--- src/rtl/hdlc_rx_fifo_pkg.sv ---
package hdlc_rx_fifo_pkg;
    localparam int BYTE_W = 8;
    typedef logic [BYTE_W-1:0] byte_t;
endpackage

--- src/rtl/rx_byte_store.sv ---
module rx_byte_store
    import hdlc_rx_fifo_pkg::*;
#(
    parameter int AW = 9
) (
    input  logic          clk,
    input  logic          we,
    input  logic [AW-1:0] waddr,
    input  byte_t         wdata,
    input  logic [AW-1:0] raddr,
    output byte_t         rdata
);
    localparam int DEPTH = 1 << AW;

    byte_t mem_q [DEPTH];

    always_ff @(posedge clk) begin
        if (we) mem_q[waddr] <= wdata;
    end

    assign rdata = mem_q[raddr];
endmodule

--- src/rtl/rx_end_table.sv ---
module rx_end_table #(
    parameter int FW = 5,
    parameter int AW = 9
) (
    input  logic          clk,
    input  logic          we,
    input  logic [FW-1:0] wslot,
    input  logic [AW-1:0] wend,
    input  logic [FW-1:0] rslot,
    output logic [AW-1:0] rend
);
    localparam int SLOTS = 1 << FW;

    logic [AW-1:0] end_q [SLOTS];

    always_ff @(posedge clk) begin
        if (we) end_q[wslot] <= wend;
    end

    assign rend = end_q[rslot];
endmodule

--- src/rtl/hdlc_rx_fifo.sv ---
module hdlc_rx_fifo
    import hdlc_rx_fifo_pkg::*;
#(
    parameter int DEPTH_LOG2 = 9,
    parameter int FRM_LOG2   = 5
) (
    input  logic                  clk,
    input  logic                  rst_n,
    input  logic                  wr_valid,
    input  logic [7:0]            wr_data,
    input  logic                  wr_eof,
    input  logic                  host_sel,
    input  logic                  host_pop,
    input  logic                  host_next,
    input  logic                  host_rst,
    output logic [7:0]            rd_data,
    output logic [DEPTH_LOG2-1:0] frame_len,
    output logic [FRM_LOG2-1:0]   frame_count,
    output logic                  frame_done,
    output logic                  fifo_empty,
    output logic                  overflow
);
    localparam int AW = DEPTH_LOG2;
    localparam int FW = FRM_LOG2;
    localparam logic [AW-1:0] ONE_A = AW'(1);
    localparam logic [AW-1:0] TWO_A = AW'(2);
    localparam logic [FW-1:0] ONE_F = FW'(1);

    typedef struct packed {
        logic [FW-1:0] f_wr;   // closed-frame counter
        logic [FW-1:0] f_rd;   // released-frame counter
        logic [AW-1:0] wp;     // address of last written byte
        logic [AW-1:0] rp;     // address of last consumed byte
        byte_t         pref;   // read prefetch register
        logic          ovf;
    } state_t;

    state_t s_q, s_d;

    logic [AW-1:0] wr_addr;
    logic [AW-1:0] rd_addr;
    logic [AW-1:0] front_end;
    logic [FW-1:0] pending;
    logic [FW-1:0] f_wr_inc;
    logic          has_frame;
    logic          at_end;
    logic          pop_ok;
    logic          next_ok;
    logic          close_fire;
    byte_t         store_rdata;

    // Controller decode
    always_comb begin
        wr_addr    = s_q.wp + ONE_A;
        f_wr_inc   = s_q.f_wr + ONE_F;
        pending    = s_q.f_wr - s_q.f_rd;
        has_frame  = (pending != '0);
        at_end     = has_frame && (front_end == s_q.rp);
        pop_ok     = host_pop && has_frame && !at_end;
        next_ok    = host_next && at_end;
        close_fire = wr_valid && wr_eof;
        rd_addr    = pop_ok ? (s_q.rp + TWO_A) : (s_q.rp + ONE_A);
    end

    // Next-state computation
    always_comb begin
        s_d = s_q;
        if (host_rst) begin
            s_d = '0;
        end else begin
            if (wr_valid) begin
                s_d.wp = wr_addr;
                if (wr_addr == s_q.rp) s_d.ovf = 1'b1;
            end
            if (close_fire) begin
                s_d.f_wr = f_wr_inc;
                if (f_wr_inc == s_q.f_rd) s_d.ovf = 1'b1;
            end
            if (pop_ok) begin
                s_d.rp   = s_q.rp + ONE_A;
                s_d.pref = store_rdata;
            end else if (host_sel) begin
                s_d.pref = store_rdata;
            end
            if (next_ok) s_d.f_rd = s_q.f_rd + ONE_F;
        end
    end

    always_ff @(posedge clk or negedge rst_n) begin
        if (!rst_n) s_q <= '0;
        else        s_q <= s_d;
    end

    rx_byte_store #(.AW(AW)) u_store (
        .clk   (clk),
        .we    (wr_valid && !host_rst),
        .waddr (wr_addr),
        .wdata (wr_data),
        .raddr (rd_addr),
        .rdata (store_rdata)
    );

    rx_end_table #(.FW(FW), .AW(AW)) u_ends (
        .clk   (clk),
        .we    (close_fire && !host_rst),
        .wslot (s_q.f_wr),
        .wend  (wr_addr),
        .rslot (s_q.f_rd),
        .rend  (front_end)
    );

    assign rd_data     = s_q.pref;
    assign frame_count = pending;
    assign frame_len   = has_frame ? (front_end - s_q.rp) : '0;
    assign frame_done  = at_end;
    assign fifo_empty  = !has_frame && (s_q.wp == s_q.rp);
    assign overflow    = s_q.ovf;
endmodule

--- config.mk ---
export PLATFORM = sky130hd
export DESIGN_NAME = hdlc_rx_fifo
export DESIGN_NICKNAME = d
export VERILOG_FILES = /design/src/rtl/hdlc_rx_fifo_pkg.sv /design/src/rtl/rx_byte_store.sv /design/src/rtl/rx_end_table.sv /design/src/rtl/hdlc_rx_fifo.sv
export SDC_FILE = /design/constraint.sdc
export NUM_CORES = 2
export LEC_CHECK = 0
export BUFFER_PORTS_ARGS = -buffer_cell sky130_fd_sc_hd__buf_2
export CORE_ASPECT_RATIO = 1.2
export CORE_MARGIN = 1.5
export CORE_UTILIZATION = 39
export CTS_BUF_LIST = sky130_fd_sc_hd__clkbuf_8
export DETAILED_ROUTE_END_ITERATION = 8
export GPL_TIMING_DRIVEN = 1
export HOLD_SLACK_MARGIN = 0.15
export MAX_ROUTING_LAYER = met4
export SETUP_SLACK_MARGIN = 0.4
export SYNTH_ARGS = -nofsm -noshare
export SYNTH_HDL_FRONTEND = slang
export SYNTH_MEMORY_MAX_BITS = 65536
export SYNTH_SLANG_ARGS = --single-unit
export TNS_END_PERCENT = 30
--- constraint.sdc ---
create_clock -name clk -period 9.05 [get_ports clk]
set_clock_uncertainty 0.15 [all_clocks]
set_input_delay 1.81 -clock clk [delete_from_list [all_inputs] [get_ports clk]]
set_output_delay 1.81 -clock clk [all_outputs]
set_load 0.1 [all_outputs]
---- Word-level counts from Yosys, hierarchy flattened ----
Memory sizes are Yosys's and may differ from the RTL's.
Index checks and enable logic that the tools add are counted.
W data, S select, Z words.
word-level totals
  bits in read-only memories .............. 0
  bits in latches ......................... 0
  output and inout bits ................... 25
  register bits ........................... 37
  memories kept ........................... 2
  logic and storage cells ................. 53
  bits of input ports ..................... 16
  RAM bits ................................ 4384
cells by class
  muxes and demuxes ....................... 17
  equality and inequality tests ........... 4
  bitwise gates (word level) .............. 0
  $mul .................................... 0
  shift-type cells ........................ 0
  add/subtract/negate cells ............... 7
  div/mod/pow operators ................... 0
  reductions and logical operators ........ 17
  order comparisons ....................... 0
memories
  memory         words  width  read ports  clocked after Yosys merged registers in  write ports  RTL line             source
  u_store.mem_q  512    8      1           0                                        1            rx_byte_store.sv:15  byte_t mem_q [DEPTH];
  u_ends.end_q   32     9      1           0                                        1            rx_end_table.sv:14   logic [AW-1:0] end_q [SLOTS];
operators by type and width
  operator               count
  $mux W37               1
  $mux W9                4
  $eq A9 B9 Y1           3
  $add A9 B1 Y9 const B  2
  $mux W8                2
  $add A5 B1 Y5 const B  2
  $mux W5                2
  $add A9 B2 Y9 const B  1
  $sub A9 B9 Y9          1
  $logic_and A1 B1 Y1    8
  $mux W1                8
  $reduce_bool A2 Y1     4
  $eq A5 B5 Y1           1
  $reduce_bool A5 Y1     1
  $sub A5 B5 Y5          1
  $logic_not A1 Y1       3
  $reduce_bool A3 Y1     1

---- Longest topological paths before layout ----
An unclocked memory read counts as a cell.
  word-level depth ........................ 10
  mapped depth ............................ 27
  depth with buffers taken out ............ 19

---- Hierarchy ----
A second synthesis with hierarchy kept.
unflattened totals
  cells, all modules ...................... 8834
  area, all modules ....................... 173856.7 µm²
modules (own cells, without submodules)
  module         sequential area each (µm²)  cells each  instances  area an instance (µm²)
  rx_byte_store  122998.0                    8022        1          159767.0
  rx_end_table   8648.3                      454         1          11101.9
  hdlc_rx_fifo   925.9                       358         1          2987.9

---- Least setup slack after synthesis ----
OpenSTA, ideal clock, no wires.
  path kind ............................... flip-flop to output port
  from .................................... reg s_q[28] in the netlist's numbering
  to ...................................... out fifo_empty
  path buffers ............................ 4
  cell stages (with the launch flop) ...... 12
  setup slack ............................. 1380 ps
  arrival ................................. 5710 ps
  path through ............................ dfrtp_1 -> buf_2 -> buf_1 -> clkbuf_1 -> inv_1 -> fa_1 -> xor2_1 -> or3_1 -> buf_2 -> nor3_1 -> inv_1 -> nor3_1
on the way
  word-level cells in the longest chain between the ends .. 4
ends and longest elaborated chain
  item                    RTL line             source
  start, declared         hdlc_rx_fifo.sv:38   state_t s_q, s_d;
  start signal, assigned  hdlc_rx_fifo.sv:90   if (!rst_n) s_q <= '0;
  start signal, assigned  hdlc_rx_fifo.sv:91   else s_q <= s_d;
  $sub A5 B5 Y5           hdlc_rx_fifo.sv:56   pending = s_q.f_wr - s_q.f_rd;
  net frame_count[2]      hdlc_rx_fifo.sv:18   output logic [FRM_LOG2-1:0] frame_count,
  $reduce_bool A5 Y1      hdlc_rx_fifo.sv:57   has_frame = (pending != '0);
  $logic_not A1 Y1        hdlc_rx_fifo.sv:116  assign fifo_empty = !has_frame && (s_q.wp == s_q.rp);
  $logic_and A1 B1 Y1     hdlc_rx_fifo.sv:116
  end, declared           hdlc_rx_fifo.sv:20   output logic fifo_empty,
The timed path passes the listed nets, and every way through them passes these cells.

---- Worst setup path after layout ----
  from .................................... reg s_q[27] in the netlist's numbering
  to ...................................... reg s_q, in the netlist rd_data[3]
on the way
  word-level cells in the longest chain between the ends .. 10
  elaborated cells on any way between the ends .. 14
ends and longest elaborated chain
  item                                                       RTL line                                source
  $mem_v2 Z32 W9 / $sub A5 B5 Y5 (equally long branches)     --
  $eq A9 B9 Y1 / $reduce_bool A5 Y1 (equally long branches)  hdlc_rx_fifo.sv:58, hdlc_rx_fifo.sv:57
  $logic_and A1 B1 Y1                                        hdlc_rx_fifo.sv:58                      at_end = has_frame && (front_end == s_q.rp);
  $logic_not A1 Y1                                           hdlc_rx_fifo.sv:59                      pop_ok = host_pop && has_frame && !at_end;
  $logic_and A1 B1 Y1 *                                      hdlc_rx_fifo.sv:59
  $mux W9                                                    hdlc_rx_fifo.sv:62                      rd_addr = pop_ok ? (s_q.rp + TWO_A) : (s_q.rp + ONE_A);
  $mem_v2 Z512 W8                                            --
  $mux W8                                                    hdlc_rx_fifo.sv:82                      end else if (host_sel) begin
  $mux W8                                                    hdlc_rx_fifo.sv:79                      if (pop_ok) begin
  $mux W37                                                   hdlc_rx_fifo.sv:68                      if (host_rst) begin
Mark *: on every way between the ends. The rest lies on a longest branch, timed or not. The select of a mux whose other input is x is not followed.
A chain may end at the register's enable or synchronous reset.

==> impl_metrics.yaml <==
power:
  p_leak_nw: 60.0
  power_density_nw_per_um2: 223
  vdd_drop_max_mv: 0.165
clock_network:
  cts_buffers: 656
  clock_path_buffers: 4
  htree_levels: 6
  clk_pin_slew_ps: 60
  cts_root_buf: "clkbuf_8"
  cts_sinks: 4421
  clk_latency_ps: 1340
  cts_tree: "built"
synthesis:
  post-synth-top-count-cell: "edfxtp_1"
  synthTopCellsByArea: "edfxtp_1 (76%), o22ai_1 (2.9%), nor2_1 (2.4%), nand2_1 (2.2%), a211oi_1 (2.2%)"
  syn-num-nets: 11600
  synth-xor-area-share_pct: 0.327
  yosys.area_share.simple_pct: 7.53
  synthTopCellsByCount: "edfxtp_1 (4384), nor2_1 (1122), nand2_1 (1037), o22ai_1 (809), a211oi_1 (511)"
  ys_seq_elements: 4421
  syn_area_per_cell_um2: 15.0
  yosysTopAreaCellShare_pct: 75.9
  synthAdderAreaFrac_pct: 0.196
  synthFlopType: "edfxtp_1"
  synth_cell_types: 97
  synth.area.mux_share_pct: 1.71
  synth_edf_count: 4384
  synth_compound_area_share_pct: 11.5
  syn_inst: 11600
  synth_top_cell_by_area: "edfxtp_1"
  synth_area_um2: 173000
  synth-async-reset-ratio_pct: 0.837
  synth_top_family_by_area: "compound AO/OA/AOI/OAI gates"
  yosysWarnings: 0
  synth-seq-area-share_pct: 76.4
die:
  rows: 268
  dieArea_um2: 449000
  core_um2: 443000
  die_h_um: 734
  chipWidth_um: 612
  io_pins: 41
  initial_core_util_pct: 39.1
placement:
  placed_cells: 17100
  placed_cell_area_um2: 182000
  hpwl_um: 340000
  gp_congestion: 0.904
  portBuffers: 40
route:
  via_count: 112000
  first_pass_iters: 6
  viasPerCell: 6.10
  ant_nets: 0
  routedWlPerCell_um: 31.1
  route.detailed.drc: 0
  drt_wl_total_um: 569000
  first_iter_violations: 15100
finish:
  drive_gt1_share_pct: 11.7
  fin_util_pct: 43.8
  nets: 11900
  area_delta_synth_final_pct: 12.0
  final_area_um2: 194000
  fin_cells: 18300
setup_path:
  worstPathCellList: "buf_12 -> mux4_2 -> mux4_2 -> mux2_2 -> ha_1 -> nand4_1 -> nor2_1 -> o311ai_1 -> mux2i_2 -> buf_4 -> mux2i_1 -> nand2_4 -> buf_4 -> nand3_1 -> nor2_1 -> a31oi_1 -> nand4_1 -> nor4_1 -> o221ai_1"
  crit_start: "s_q[27]"
  worstSetupPathType: "reg2reg"
  start_kind: "flop"
  crit_path_max_incr_delay_ps: 940
  critPathTopFamily: "simple AND/OR/NAND/NOR gates"
  worst-path-buf-inv: 3
  endpoint_kind: "flop"
  crit-reg2reg-launch: "s_q[27]"
  critPathSlowestCell: "nor4_1"
  crit_required_ps: 10010
  path_max_fanout: 28
  arrival_ps: 9520
sta:
  hold_ws_ps: 355
  finalHoldViolCount: 0
  finalCritPeriodShare_pct: 94.7
  fmax_mhz: 117
  slew_headroom_pct: -4.99
  setup_viol: 0
  worst_pin_slew_ps: 1560
  period_minus_slack_ps: 8570
  setup_tns_ps: 0
  rsz0062_at_grt: "no"
  slew_violations: 2
run:
  maxCapViolCount: 1
global_route:
  grt_antenna_before_repair: 27
  track_usage_pct: 25.3
  grt-ovfl-total: 0
  grt_pass1_wl_um: 798000
  grt_pass1_vias: 107000
  grt_max_degree: 210
min_path:
  min-delay-start: "rd_data[2]"
  min_path_type: "reg2reg"
status:
  violations: "max-capacitance violations, max-slew violations"
  status: "complete, but fails checks"
layer usage:
layer	global-route usage [%]	vias to the layer above	share of wire [%]
met5	-	-	0
met4	13.8	0	6.0
met3	5.07	1353	9.8
met2	39.0	6695	47
met1	31.4	57000	37
li1	-	46800	-
area by class of cell:
type                       instances  area, µm²
fill                           39500     249000
sequential                      4421     133000
multi-input combinational       6267      37300
clock buffer                     661       9100
tap                             5940       7430
timing repair buffer             468       4630
clock inverter                   504       3000
inverter                          39        146
antenna                           32       80.1
flip-flops by register name, indices dropped and copies added, names as in the netlist:
register,flops
u_ends.end_q,288
overflow,1
rd_data,8
u_store.mem_q,4096
s_q,28
kinds of logic (layout without fill, tap and decap cells):
| family | after synthesis | count (layout) |
|---|---|---|
| muxes | 193 | 193 |
| other | 0 | 32 |
| AOI/OAI and AO/OA | 2925 | 2925 |
| xor gates and xnor gates | 63 | 63 |
| buffers and inverters | 887 | 1672 |
| DFF | 4421 | 4421 |
| and+or+nand+nor | 3059 | 3060 |
| adders and majority gates | 26 | 26 |
worst reg2reg max path, stage by stage (launching register included):
cell and delay (ps):
dfrtp_4 800, buf_12 300, mux4_2 540, mux4_2 540, mux2_2 300, ha_1 370
nand4_1 150, nor2_1 460, o311ai_1 260, mux2i_2 180, buf_4 300, mux2i_1 380
nand2_4 300, buf_4 370, nand3_1 570, nor2_1 320, a31oi_1 670, nand4_1 250
nor4_1 940, o221ai_1 260
cells in the final DEF (no fill, tap or decap), types with 55 or more instances in the layout:
cell,synthesis,final
a31oi_1,73,73
mux4_2,80,80
o21ai_0,313,312
buf_4,31,336
inv_1,35,249
a21o_1,56,55
o22ai_1,809,809
o211ai_1,68,68
o221ai_1,156,156
mux2i_1,95,95
nor3_1,207,207
clkbuf_8,0,661
o2111ai_1,74,74
edfxtp_1,4384,4384
nand4_1,138,138
a211oi_1,511,511
a21oi_1,372,372
nor2_1,1122,1111
buf_12,0,91
a32oi_1,95,95
nor4_1,96,96
clkinv_1,0,168
nand3_1,381,381
nand2_1,1037,1014
through the flow:
stage | total power, mW | worst slack, ps
after floorplan | 25.9 | 1380
after global placement | 28.1 | 8.77
after detailed placement | 28.1 | -15.6
after CTS | 43.3 | 407
after global routing | 44.5 | 407
final | 43.3 | 481
power by group:
part           leakage, nW  switching, mW  internal, mW
clock network         6.95           8.03          7.45
registers             39.7         0.0219          22.5
logic                 13.3           3.88          1.42
repair_timing:
item	in CTS	in global routing
gates cloned	1	0
setup endpoints to repair	2	1
pin swaps	1	1
gates resized for setup	3	2
setup buffers	4	3
hold buffers	0	0
worst paths after layout:
path / end / slack, ps / depth (start not counted)
setup / recovery: rd_data[3] / 480 / 19
hold / removal: rd_data[2] / 360 / 2
setup reg to reg: rd_data[3] / 480 / 19
hold reg to reg: rd_data[2] / 360 / 2
max in group asynchronous: s_q[27] / 7580 / 2
min in group asynchronous: rd_data[1] / 530 / 2
Power figures use the tool's default switching activity.
